`config.mk`:
```
export PLATFORM = sky130hd
export DESIGN_NAME = insn_decoder
export DESIGN_NICKNAME = d
export VERILOG_FILES = /design/src/rtl/insn_dec_pkg.sv /design/src/rtl/insn_byte_align.sv /design/src/rtl/insn_reg_map.sv /design/src/rtl/insn_opc_decode.sv /design/src/rtl/insn_decoder.sv
export SDC_FILE = /design/constraint.sdc
export NUM_CORES = 1
export LEC_CHECK = 0
export ABC_AREA = 1
export CAP_MARGIN = 20
export CORE_MARGIN = 2
export CORE_UTILIZATION = 30
export CTS_CLUSTER_SIZE = 20
export DETAILED_ROUTE_END_ITERATION = 6
export MAX_ROUTING_LAYER = met4
export PLACE_DENSITY = 0.54
export SETUP_SLACK_MARGIN = 0.02
export SYNTH_ARGS = -nofsm -noshare
export SYNTH_HDL_FRONTEND = slang
export SYNTH_SLANG_ARGS = --single-unit
```
`constraint.sdc`:
```
create_clock -name clk -period 7.45 [get_ports clk]
set_clock_uncertainty 0.05 [all_clocks]
set_input_delay 1.1175 -clock clk [delete_from_list [all_inputs] [get_ports clk]]
set_output_delay 1.1175 -clock clk [all_outputs]
set_load 0.02 [all_outputs]
```
`src/rtl/insn_dec_pkg.sv`:
```
// Shared types for the instruction decoder: operand layouts, control
// codes, opcode constants and register selector codes.
// Assumes the 8-bit opcode and selector encodings listed in the brief.
package insn_dec_pkg;

    typedef enum logic [2:0] {
        FMT_NONE = 3'd0,
        FMT_A    = 3'd1,
        FMT_AB   = 3'd2,
        FMT_ABC  = 3'd3,
        FMT_AI   = 3'd4,
        FMT_I    = 3'd5
    } fmt_e;

    typedef enum logic [3:0] {
        ALU_NONE = 4'd0,
        ALU_ADD  = 4'd1,
        ALU_SUB  = 4'd2,
        ALU_MUL  = 4'd3,
        ALU_DIV  = 4'd4,
        ALU_MOD  = 4'd5,
        ALU_AND  = 4'd6,
        ALU_OR   = 4'd7,
        ALU_XOR  = 4'd8,
        ALU_PASS = 4'd9
    } alu_e;

    typedef enum logic [3:0] {
        BR_NONE = 4'd0,
        BR_JMP  = 4'd1,
        BR_EQ   = 4'd2,
        BR_NE   = 4'd3,
        BR_LT   = 4'd4,
        BR_LE   = 4'd5,
        BR_GT   = 4'd6,
        BR_GE   = 4'd7,
        BR_CALL = 4'd8,
        BR_RET  = 4'd9
    } br_e;

    typedef enum logic [2:0] {
        MEM_NONE = 3'd0,
        MEM_LD16 = 3'd1,
        MEM_LD8  = 3'd2,
        MEM_ST16 = 3'd3,
        MEM_ST8  = 3'd4
    } mem_e;

    typedef enum logic [1:0] {
        STK_NONE = 2'd0,
        STK_PUSH = 2'd1,
        STK_POP  = 2'd2
    } stk_e;

    typedef enum logic [1:0] {
        IO_NONE = 2'd0,
        IO_IN   = 2'd1,
        IO_OUT  = 2'd2
    } io_e;

    typedef enum logic [1:0] {
        SYS_NONE = 2'd0,
        SYS_HALT = 2'd1,
        SYS_CALL = 2'd2
    } sys_e;

    typedef struct packed {
        fmt_e fmt;
        alu_e alu;
        logic cmp;
        logic wb;
        br_e  br;
        logic call_reg;
        mem_e mem;
        stk_e stk;
        io_e  io;
        sys_e sys;
    } ctrl_t;

    // Opcode groups decoded by bit field
    localparam logic [3:0] OP_ARITH_HI = 4'h1;      // 0x10..0x1F
    localparam logic [4:0] OP_MEM_HI   = 5'b00110;  // 0x30..0x37

    // Individually decoded opcodes
    localparam logic [7:0] OP_JMP   = 8'h20;
    localparam logic [7:0] OP_JEQ   = 8'h21;
    localparam logic [7:0] OP_JNE   = 8'h22;
    localparam logic [7:0] OP_JLT   = 8'h23;
    localparam logic [7:0] OP_JLE   = 8'h24;
    localparam logic [7:0] OP_JGT   = 8'h25;
    localparam logic [7:0] OP_JGE   = 8'h26;
    localparam logic [7:0] OP_CALLR = 8'h28;
    localparam logic [7:0] OP_RET   = 8'h29;
    localparam logic [7:0] OP_IN    = 8'h40;
    localparam logic [7:0] OP_OUT   = 8'h41;
    localparam logic [7:0] OP_PUSHR = 8'h42;
    localparam logic [7:0] OP_PUSHI = 8'h43;
    localparam logic [7:0] OP_POP   = 8'h44;
    localparam logic [7:0] OP_MOVR  = 8'h51;
    localparam logic [7:0] OP_MOVI  = 8'h52;
    localparam logic [7:0] OP_CMPR  = 8'h53;
    localparam logic [7:0] OP_CMPI  = 8'h54;
    localparam logic [7:0] OP_HLT   = 8'h60;
    localparam logic [7:0] OP_SYSC  = 8'h61;
    localparam logic [7:0] OP_NOP   = 8'h90;

    // Register selector codes that do not map to themselves
    localparam logic [7:0] SEL_IP = 8'h07;
    localparam logic [7:0] SEL_BP = 8'h08;
    localparam logic [7:0] SEL_SP = 8'h09;
    localparam logic [7:0] SEL_G7 = 8'h0A;

    // Physical register-file indices
    localparam int PHY_G7 = 7;
    localparam int PHY_IP = 10;

endpackage

```
`src/rtl/insn_byte_align.sv`:
```
// Byte aligner: picks INSN_BYTES consecutive bytes out of a big-endian
// window, starting at byte off_i. Byte 0 is the top byte of win_i.
// Assumes WIN_BYTES >= 2*INSN_BYTES - 1 so every offset stays in range.
module insn_byte_align #(
    parameter int WIN_BYTES  = 8,
    parameter int INSN_BYTES = 4,
    localparam int OFF_W  = $clog2(INSN_BYTES),
    localparam int WIN_W  = 8 * WIN_BYTES,
    localparam int INSN_W = 8 * INSN_BYTES
) (
    input  logic [WIN_W-1:0]  win_i,
    input  logic [OFF_W-1:0]  off_i,
    output logic [INSN_W-1:0] word_o
);

    logic [INSN_W-1:0] cand [INSN_BYTES];

    // One candidate word per legal start offset
    for (genvar k = 0; k < INSN_BYTES; k++) begin : g_cand
        assign cand[k] = win_i[WIN_W-1-8*k -: INSN_W];
    end

    // Offset selects the candidate
    assign word_o = cand[off_i];

endmodule

```
`src/rtl/insn_reg_map.sv`:
```
// Register selector map: translates one 8-bit selector into a dense
// register-file index and flags selectors outside the defined set.
// Assumes IDX_W is wide enough for index 10.
module insn_reg_map
    import insn_dec_pkg::*;
#(
    parameter int IDX_W = 4
) (
    input  logic [7:0]       sel_i,
    output logic [IDX_W-1:0] idx_o,
    output logic             ok_o
);

    // Sparse selector to dense index
    always_comb begin
        ok_o  = 1'b1;
        idx_o = '0;
        case (sel_i)
            8'h00, 8'h01, 8'h02, 8'h03,
            8'h04, 8'h05, 8'h06,
            SEL_BP, SEL_SP: idx_o = IDX_W'(sel_i);
            SEL_G7:         idx_o = IDX_W'(PHY_G7);
            SEL_IP:         idx_o = IDX_W'(PHY_IP);
            default:        ok_o  = 1'b0;
        endcase
    end

endmodule

```
`src/rtl/insn_opc_decode.sv`:
```
// Opcode decoder: derives the operand layout and the control bundle from
// the opcode byte alone, and reports whether the opcode is defined.
// Assumes nothing about the other instruction bytes.
module insn_opc_decode
    import insn_dec_pkg::*;
(
    input  logic [7:0] opc_i,
    output ctrl_t      ctrl_o,
    output logic       known_o
);

    // Group decode by bit field, then single opcodes
    always_comb begin
        ctrl_o  = '0;
        known_o = 1'b1;
        if (opc_i[7:4] == OP_ARITH_HI) begin
            ctrl_o.fmt = opc_i[0] ? FMT_AI : FMT_ABC;
            ctrl_o.alu = alu_e'({1'b0, opc_i[3:1]} + 4'd1);
            ctrl_o.wb  = 1'b1;
        end else if (opc_i[7:3] == OP_MEM_HI) begin
            ctrl_o.fmt = opc_i[0] ? FMT_AB : FMT_AI;
            ctrl_o.mem = mem_e'({1'b0, opc_i[2:1]} + 3'd1);
            ctrl_o.wb  = ~opc_i[2];
        end else begin
            case (opc_i)
                OP_JMP, OP_JEQ, OP_JNE, OP_JLT,
                OP_JLE, OP_JGT, OP_JGE: begin
                    ctrl_o.fmt = FMT_I;
                    ctrl_o.br  = br_e'(opc_i[3:0] + 4'd1);
                end
                OP_CALLR: begin
                    ctrl_o.fmt      = FMT_A;
                    ctrl_o.br       = BR_CALL;
                    ctrl_o.call_reg = 1'b1;
                    ctrl_o.stk      = STK_PUSH;
                end
                OP_RET: begin
                    ctrl_o.br  = BR_RET;
                    ctrl_o.stk = STK_POP;
                end
                OP_IN: begin
                    ctrl_o.fmt = FMT_A;
                    ctrl_o.io  = IO_IN;
                    ctrl_o.wb  = 1'b1;
                end
                OP_OUT: begin
                    ctrl_o.fmt = FMT_A;
                    ctrl_o.io  = IO_OUT;
                end
                OP_PUSHR: begin
                    ctrl_o.fmt = FMT_A;
                    ctrl_o.stk = STK_PUSH;
                end
                OP_PUSHI: begin
                    ctrl_o.fmt = FMT_I;
                    ctrl_o.stk = STK_PUSH;
                end
                OP_POP: begin
                    ctrl_o.fmt = FMT_A;
                    ctrl_o.stk = STK_POP;
                    ctrl_o.wb  = 1'b1;
                end
                OP_MOVR: begin
                    ctrl_o.fmt = FMT_AB;
                    ctrl_o.alu = ALU_PASS;
                    ctrl_o.wb  = 1'b1;
                end
                OP_MOVI: begin
                    ctrl_o.fmt = FMT_AI;
                    ctrl_o.alu = ALU_PASS;
                    ctrl_o.wb  = 1'b1;
                end
                OP_CMPR: begin
                    ctrl_o.fmt = FMT_AB;
                    ctrl_o.alu = ALU_SUB;
                    ctrl_o.cmp = 1'b1;
                end
                OP_CMPI: begin
                    ctrl_o.fmt = FMT_AI;
                    ctrl_o.alu = ALU_SUB;
                    ctrl_o.cmp = 1'b1;
                end
                OP_HLT:  ctrl_o.sys = SYS_HALT;
                OP_SYSC: ctrl_o.sys = SYS_CALL;
                OP_NOP:  ctrl_o.fmt = FMT_NONE;
                default: known_o = 1'b0;
            endcase
        end
    end

endmodule

```
`src/rtl/insn_decoder.sv`:
```
// Instruction decoder top: aligns the instruction out of the fetch
// window, decodes the opcode, maps the used register fields, checks
// legality and registers the resulting bundle for one cycle of latency.
// Assumes a synchronous active-low reset and known inputs when valid.
module insn_decoder
    import insn_dec_pkg::*;
#(
    parameter int WIN_BYTES = 8,
    parameter int IDX_W     = 4,
    localparam int INSN_BYTES = 4,
    localparam int OFF_W      = $clog2(INSN_BYTES),
    localparam int IMM_W      = 16
) (
    input  logic                   clk,
    input  logic                   rst_n,
    input  logic                   in_valid_i,
    input  logic [8*WIN_BYTES-1:0] fetch_win_i,
    input  logic [OFF_W-1:0]       byte_off_i,
    output logic                   out_valid_o,
    output logic [7:0]             opcode_o,
    output logic [2:0]             fmt_o,
    output logic [IDX_W-1:0]       ra_idx_o,
    output logic [IDX_W-1:0]       rb_idx_o,
    output logic [IDX_W-1:0]       rc_idx_o,
    output logic [IMM_W-1:0]       imm_o,
    output logic                   use_imm_o,
    output logic [3:0]             alu_op_o,
    output logic                   cmp_o,
    output logic                   wb_en_o,
    output logic [3:0]             br_type_o,
    output logic                   call_reg_o,
    output logic [2:0]             mem_type_o,
    output logic [1:0]             stk_op_o,
    output logic [1:0]             io_op_o,
    output logic [1:0]             sys_op_o,
    output logic                   illegal_o
);

    localparam int NFIELD = INSN_BYTES - 1;
    localparam int INSN_W = 8 * INSN_BYTES;

    logic [INSN_W-1:0] word;
    logic [7:0]        opc;
    logic [7:0]        sel    [NFIELD];
    logic [IDX_W-1:0]  idx    [NFIELD];
    logic [NFIELD-1:0] sel_ok;
    logic [NFIELD-1:0] used;
    ctrl_t             ctrl;
    logic              known;
    logic              illegal;
    logic              has_imm;

    ctrl_t             n_ctrl;
    logic [IDX_W-1:0]  n_idx  [NFIELD];
    logic [IMM_W-1:0]  n_imm;

    ctrl_t             ctrl_q;
    logic [IDX_W-1:0]  idx_q  [NFIELD];
    logic [IMM_W-1:0]  imm_q;
    logic              uimm_q;
    logic              ill_q;
    logic [7:0]        opc_q;
    logic              vld_q;

    insn_byte_align #(
        .WIN_BYTES  (WIN_BYTES),
        .INSN_BYTES (INSN_BYTES)
    ) align_i (
        .win_i  (fetch_win_i),
        .off_i  (byte_off_i),
        .word_o (word)
    );

    assign opc = word[INSN_W-1 -: 8];

    insn_opc_decode opc_i (
        .opc_i   (opc),
        .ctrl_o  (ctrl),
        .known_o (known)
    );

    // One selector map per register field (A, B, C)
    for (genvar f = 0; f < NFIELD; f++) begin : g_field
        assign sel[f] = word[8*(NFIELD-1-f) +: 8];
        insn_reg_map #(.IDX_W(IDX_W)) map_i (
            .sel_i (sel[f]),
            .idx_o (idx[f]),
            .ok_o  (sel_ok[f])
        );
    end

    // Which register fields the layout consumes
    always_comb begin
        used = '0;
        case (ctrl.fmt)
            FMT_A, FMT_AI: used = 3'b001;
            FMT_AB:        used = 3'b011;
            FMT_ABC:       used = 3'b111;
            default:       used = 3'b000;
        endcase
    end

    // Legality and gating of the next bundle
    always_comb begin
        illegal = !known || ((used & ~sel_ok) != '0);
        has_imm = !illegal && (ctrl.fmt == FMT_AI || ctrl.fmt == FMT_I);
        n_ctrl  = illegal ? '0 : ctrl;
        n_imm   = has_imm ? word[IMM_W-1:0] : '0;
        for (int f = 0; f < NFIELD; f++) begin
            n_idx[f] = (used[f] && !illegal) ? idx[f] : '0;
        end
    end

    // Output register: load on valid, clear on idle or reset
    always_ff @(posedge clk) begin
        if (!rst_n || !in_valid_i) begin
            ctrl_q <= '0;
            imm_q  <= '0;
            uimm_q <= 1'b0;
            ill_q  <= 1'b0;
            opc_q  <= '0;
            vld_q  <= 1'b0;
            for (int f = 0; f < NFIELD; f++) idx_q[f] <= '0;
        end else begin
            ctrl_q <= n_ctrl;
            imm_q  <= n_imm;
            uimm_q <= has_imm;
            ill_q  <= illegal;
            opc_q  <= opc;
            vld_q  <= 1'b1;
            for (int f = 0; f < NFIELD; f++) idx_q[f] <= n_idx[f];
        end
    end

    assign out_valid_o = vld_q;
    assign opcode_o    = opc_q;
    assign fmt_o       = ctrl_q.fmt;
    assign ra_idx_o    = idx_q[0];
    assign rb_idx_o    = idx_q[1];
    assign rc_idx_o    = idx_q[2];
    assign imm_o       = imm_q;
    assign use_imm_o   = uimm_q;
    assign alu_op_o    = ctrl_q.alu;
    assign cmp_o       = ctrl_q.cmp;
    assign wb_en_o     = ctrl_q.wb;
    assign br_type_o   = ctrl_q.br;
    assign call_reg_o  = ctrl_q.call_reg;
    assign mem_type_o  = ctrl_q.mem;
    assign stk_op_o    = ctrl_q.stk;
    assign io_op_o     = ctrl_q.io;
    assign sys_op_o    = ctrl_q.sys;
    assign illegal_o   = ill_q;

endmodule

```
# == Word-level counts from Yosys, hierarchy flattened ==
# Memories as Yosys holds them, arrays and structs flattened.
# Cells that the tools add are included.
# classes
mux,38
n_div,0
shift,0
eq_ne,58
n_addsub,3
reduce_logical,37
mul,0
bitwise_logic,9
n_lt_le_gt_ge,1
# ops
cell,count
$eq A8 B3 Y1 const B,12
$eq A8 B7 Y1 const B,11
$eq A8 B4 Y1 const B,9
$eq A8 B6 Y1 const B,9
$bmux W32 S2,1
$mux W32,2
$eq A8 B2 Y1 const B,6
$pmux W4 S3,4
$reduce_or A11 Y1,3
$reduce_or A9 Y1,3
$eq A8 B1 Y1 const B,3
$logic_not A8 Y1,3
$mux W4,6
$reduce_or A21 Y1,1
$reduce_or A2 Y1,8
$mux W1,14
$pmux W2 S2,3
$pmux W3 S4,1
$reduce_or A4 Y1,3
$mux W3,3
$pmux W3 S3,1
$eq A8 B8 Y1 const B,1
$pmux W4 S2,1
$reduce_or A8 Y1,1
other kinds (23),37
# totals
mem_bits_rw,12
mem_count,1
out_inout_bits,62
romBits,0
input_bits,69
latchBits,0
word_cells,162
ff_bits,50
# mem_list
memory,depth,width,rd,rd_ports_with_merged_regs,wr,line_no,source
idx_q,3,4,3,0,3,insn_decoder.sv:58,logic [IDX_W-1:0] idx_q [NFIELD];

# == Logic depth before layout (Yosys ltp) ==
# logic_depth
ltp_word,19
depth_mapped,24
depth_no_buf,20

# == Modules after synthesis ==
# A second synthesis with hierarchy kept.
# unflattened
hier_cells,691
area_unflattened_um2,4090.2
# by_module_without_submodules
module,cells_each,seq_area_each_um2,area_per_inst_um2,n_inst
insn_decoder,211,1241.2,1870.5,1
insn_byte_align,267,0.0,1102.3,1
insn_opc_decode,123,0.0,640.6,1
insn_reg_map,30,0.0,158.9,3

# == Worst setup path before layout ==
# Ideal clock, no wire load.
# synth_path
kind,in2reg
from,in byte_off_i[0]
to,reg ctrl_q (netlist bit br_type_o[3])
arrival_time_ns,3.842
path_stages,20
path_buffers,6
setup_ns,0.119
required_ns,7.281
setup_slack_ns,3.439
path_cell_list,buf_6 -> buf_6 -> buf_6 -> buf_6 -> or2_2 -> o211ai_1 -> o21ai_0 -> ha_1 -> o41ai_1 -> nor2_1 -> nor2_1 -> nand3_1 -> nand3_1 -> nand2_1 -> nor2_1 -> nor2_4 -> buf_6 -> nand3_2 -> buf_6 -> nor2_2
# synth_between
elab_chain_len,16
word_cells_on_any_way,94
classes_between,add/sub (1); eq/ne (57); mux (16); bitwise (3); reduce/logical (17)
# synth_rtl
element,line_no,source
"start, declared",insn_decoder.sv:18,"input logic [OFF_W-1:0] byte_off_i,"
$not A2 Y3 (implied by the code) (*),insn_byte_align.sv:24,assign word_o = cand[off_i];
$bmux W32 S2 (*),insn_byte_align.sv:24,
$mux W32 (implied by the code) (*) (2 in series),insn_byte_align.sv:24,
net align_i.word_o[25],insn_byte_align.sv:13,output logic [INSN_W-1:0] word_o
$eq A8 B7 Y1 or $eq A8 B6 Y1 (tied branches),insn_opc_decode.sv:25,case (opc_i)
$reduce_or A8 Y1 (no line) (tied with other cells),n/a,
$pmux W3 S4,insn_opc_decode.sv:25,
$mux W3,insn_opc_decode.sv:20,end else if (opc_i[7:3] == OP_MEM_HI) begin
$mux W7,insn_opc_decode.sv:16,if (opc_i[7:4] == OP_ARITH_HI) begin
$eq A3 B3 Y1 or $eq A3 B1 Y1 (tied branches),insn_decoder.sv:95,case (ctrl.fmt)
$reduce_or A2 Y1,insn_decoder.sv:95,
$pmux W3 S3,insn_decoder.sv:95,
$and A3 B3 Y3,insn_decoder.sv:105,illegal = !known || ((used & ~sel_ok) != '0);
$reduce_bool A3 Y1,insn_decoder.sv:105,
$logic_or A1 B1 Y1,insn_decoder.sv:105,
$reduce_or A4 Y1 (no line),n/a,
"end signal, assigned",insn_decoder.sv:125,ctrl_q <= n_ctrl;
"end, declared",insn_decoder.sv:57,ctrl_t ctrl_q;
# The timed path passes the listed nets; every way through them passes the cells marked *. The select of a mux whose other input is x is not followed.
# A chain may end at the register's enable or synchronous reset.

# == Final worst setup path ==
# layout_path
from,in byte_off_i[1]
to,"reg imm_q[0], in the netlist imm_o[0]"
# layout_between
elab_chain_len,19
word_cells_on_any_way,96
classes_between,eq/ne (58); mux (15); bitwise (4); reduce/logical (19)
# layout_rtl
element,line_no,source
$not A2 Y3 (implied by the code) (*),insn_byte_align.sv:24,
$bmux W32 S2 (*),insn_byte_align.sv:24,
$mux W32 (implied by the code) (*) (2 in series),insn_byte_align.sv:24,
net align_i.word_o[25],insn_byte_align.sv:13,
$eq A8 B7 Y1 or $eq A8 B6 Y1 (tied branches),insn_opc_decode.sv:25,
$reduce_or A8 Y1 (no line) (tied with other cells),n/a,
$pmux W3 S4,insn_opc_decode.sv:25,
$mux W3,insn_opc_decode.sv:20,
(+3 left out),n/a,
$pmux W3 S3,insn_decoder.sv:95,
$and A3 B3 Y3,insn_decoder.sv:105,
$reduce_bool A3 Y1,insn_decoder.sv:105,
$logic_or A1 B1 Y1,insn_decoder.sv:105,
$logic_not A1 Y1,insn_decoder.sv:106,has_imm = !illegal && (ctrl.fmt == FMT_AI || ctrl.fmt == FMT_I);
$logic_and A1 B1 Y1 (*),insn_decoder.sv:106,
$not A1 Y1 (no line) (*),n/a,
$reduce_or A2 Y1 (no line) (*),n/a,
"end signal, assigned",insn_decoder.sv:126,imm_q <= n_imm;
"end, declared",insn_decoder.sv:59,logic [IMM_W-1:0] imm_q;
# Marks and branches as above.

==> results.ini <==
[synth]
avgSynthCellArea_um2 = 6.49
syn_nets = 621
ys_ff_latch = 62
synth_cells = 547
synth.area.top_cells = dfxtp_1, nand2_1, nor2_1
yosysSeqAreaShare = 0.350
synth_area_um2 = 3550
yosysWarnings = 0
ys_types = 36
yosys.area.top_type_share = 0.350
synth_top_cell_by_area = dfxtp_1

[cells_and_area]
final_util = 0.446
finalInstanceArea_um2 = 5110
final_cells = 810
diodes = 0
n_fill_cell = 1233
final_net_count = 736
area_growth_pct = 43.9
drive_gt1_frac = 0.0990

[detailed_routing]
postRouteAntennaNets = 0
drt_pass1_iterations = 6
viasPerCell = 4.63
wl_per_cell_um = 14.1
drc = 0
route.vias.total = 3754
wl_mm = 11.4
drt-initial-drc-count = 172

[global_route]
grt_first_pass_wirelength_mm = 18.5
grt_usage = 0.192
grt_max_degree = 54
grt_pass1_vias = 3706
grt.overflow.total = 0
antenna_found_initial = 0

[place]
placed_cells = 794
post_dp_cell_area_um2 = 4810
hpwl_mm = 9.30
pre_cts_slack_ps = 2200
gp_congestion = 0.882
io_buffers = 122

[clock_network]
htree_num_levels = 3
ctsResizeCount = 0
clockBufferDepth = 2
clk_pin_slew_ps = 50
cts_buffers = 9
cts_hold_buf = 0
cts_tree = done
clock-root-buffer = clkbuf_16
postCtsSetupBuffers = 0
cts.sinks = 62

[sta]
slew_headroom = 0.665
rsz0062_at_grt = false
worst_pin_slew_ps = 503
fin_crit_sh = 0.662
max_freq_mhz = 203
post-route-min-period_ps = 4930
final_max_slew_viol_count = 0
worst_hold_slack_ps = 1330
finalSetupTns_ps = 0
finalSetupViolations = 0
fin_ws_ps = 2520
hold_viol_final = 0

[worst_setup_path]
slowest_stage = clkdlybuf4s50_1
worstSetupPathType = input pin to flip-flop
setup.worst_path.end_class = flip-flop
crit_required_ps = 7660
slowest_delay_ps = 450
crit_arrival_ps = 5140
worstPathMaxFanout = 38
crit_chain = clkdlybuf4s50_1 -> buf_4 -> inv_2 -> o211ai_1 -> o21ai_0 -> buf_4 -> inv_1 -> ha_1 -> inv_1 -> nor2_1 -> nand2_1 -> nand2_1 -> nor2_1 -> nand2_1 -> nor2_1 -> nand2_1 -> nand3_1 -> nor2_4 -> nand3_2 -> nor2_1
cp-start-kind = input pin

[floorplanning]
initial_core_util = 0.310
die_h_um = 113
dieArea_um2 = 12700
coreArea_um2 = 11500
chipWidth_um = 113
io_pins = 131
fp-row-count = 39

[power_and_ir_drop]
total_power_mw = 0.932
p_clk_frac = 0.446
p_per_area_nw_per_um2 = 182
p_sw_frac = 0.269
pwr-share-comb = 0.192
p_leak_nw = 2.22
power.internal_mw = 0.681
seqPwrFrac = 0.361
ir_worst_vdd_uv = 123
switchingPower_mw = 0.251

[hold_path]
holdCritPathClass = input pin to flip-flop

[flow_run]
cap_viol_max_count = 0

[status]
status = completed

-- final cells by class --
type	count	area, um2	area share
clock inverter	4	45.0	0.00881
timing repair buffer	125	1240	0.242
clock buffer	12	256	0.0502
inverter	69	262	0.0512
multi-input combinational	395	1890	0.370
tap	143	179	0.0350
sequential	62	1240	0.243
-- cells in the mapped netlist --
cell type,count
nand2_1,127
nor2_1,86
dfxtp_1,62
inv_1,55
nand3_1,41
o21ai_0,38
o21ai_1,18
inv_2,13
nor2_2,13
nand4_1,12
nand2_2,11
buf_2,10
nor3_1,8
a21oi_1,7
buf_6,7
ha_1,5
o211ai_1,5
buf_4,4
nor2_4,3
mux2i_1,2
nand3_2,2
or2_1,2
or2_2,2
xor2_1,2
a21boi_0,1
a21boi_1,1
a22oi_1,1
and2_1,1
inv_4,1
nand3b_1,1
nand4_2,1
nor3_2,1
o21bai_1,1
o22ai_1,1
o41ai_1,1
or2_0,1
-- critical path: cells and delay by family --
| family | cells | cell delay [ps] |
|---|---|---|
| simple gates | 11 | 1890 |
| fa+ha+maj | 1 | 230 |
| buf+inv | 6 | 1540 |
| compound gates | 2 | 320 |
-- power by group through the flow --
stage	clock network (mW)	registers [mW]	logic (mW)
2_1_floorplan	0	0.348	0.108
3_3_place_gp	0	0.343	0.178
3_5_place_dp	0	0.344	0.179
4_1_cts	0.428	0.337	0.180
5_1_grt	0.443	0.337	0.200
6_report	0.416	0.337	0.179
-- placed cells by master (no fill, tap or decap), types with 3 or more instances in the layout --
cell type	instances
o21ai_1	18
nor2_1	86
clkinv_2	3
buf_4	3
nor2_4	3
nor3_1	8
o211ai_1	5
ha_1	5
o21ai_0	38
nand2_1	127
a21oi_1	7
nor2_2	13
dfxtp_1	62
nand3_1	41
nand4_1	12
clkbuf_16	9
inv_2	13
inv_1	55
nand2_2	11
clkdlybuf4s50_1	121
-- routing by layer --
layer	wire, um	global-route usage	up-vias
met4	398	0.102	0
met1	5180	0.236	1641
met5	0	-	-
met2	5340	0.302	127
met3	522	0.0337	21
li1	-	-	1965
-- sequential cells by signal, summed over array words and instances (netlist names) --
signal / cells
out_valid_o: 1
use_imm_o: 1
idx_q: 12
call_reg_o: 1
fmt_o: 3
wb_en_o: 1
illegal_o: 1
br_type_o: 4
io_op_o: 2
mem_type_o: 3
sys_op_o: 2
alu_op_o: 4
stk_op_o: 2
cmp_o: 1
opcode_o: 8
imm_o: 16
-- path summary, 6_finish.rpt --
path                          start   endpoint  slack (ps)  cells past startpoint
worst max-delay path  byte_off_i[1]   imm_o[0]        2520                     20
worst min-delay path  byte_off_i[0]  imm_o[15]        1330                      6
-- cells by family (layout without fill, tap and decap cells) --
group                    after synthesis  after routing  share of synthesized area
buffers and inverters                 90            210                      0.118
flip-flops                            62             62                      0.350
AO/OA/AOI/OAI                         74             74                      0.112
adder cells (fa/ha/maj)                5              5                     0.0176
XOR/XNOR                               2              2                    0.00493
multiplexers                           2              2                    0.00564
AND/OR/NAND/NOR                      312            312                      0.392
(Power assumes the default switching activity.)
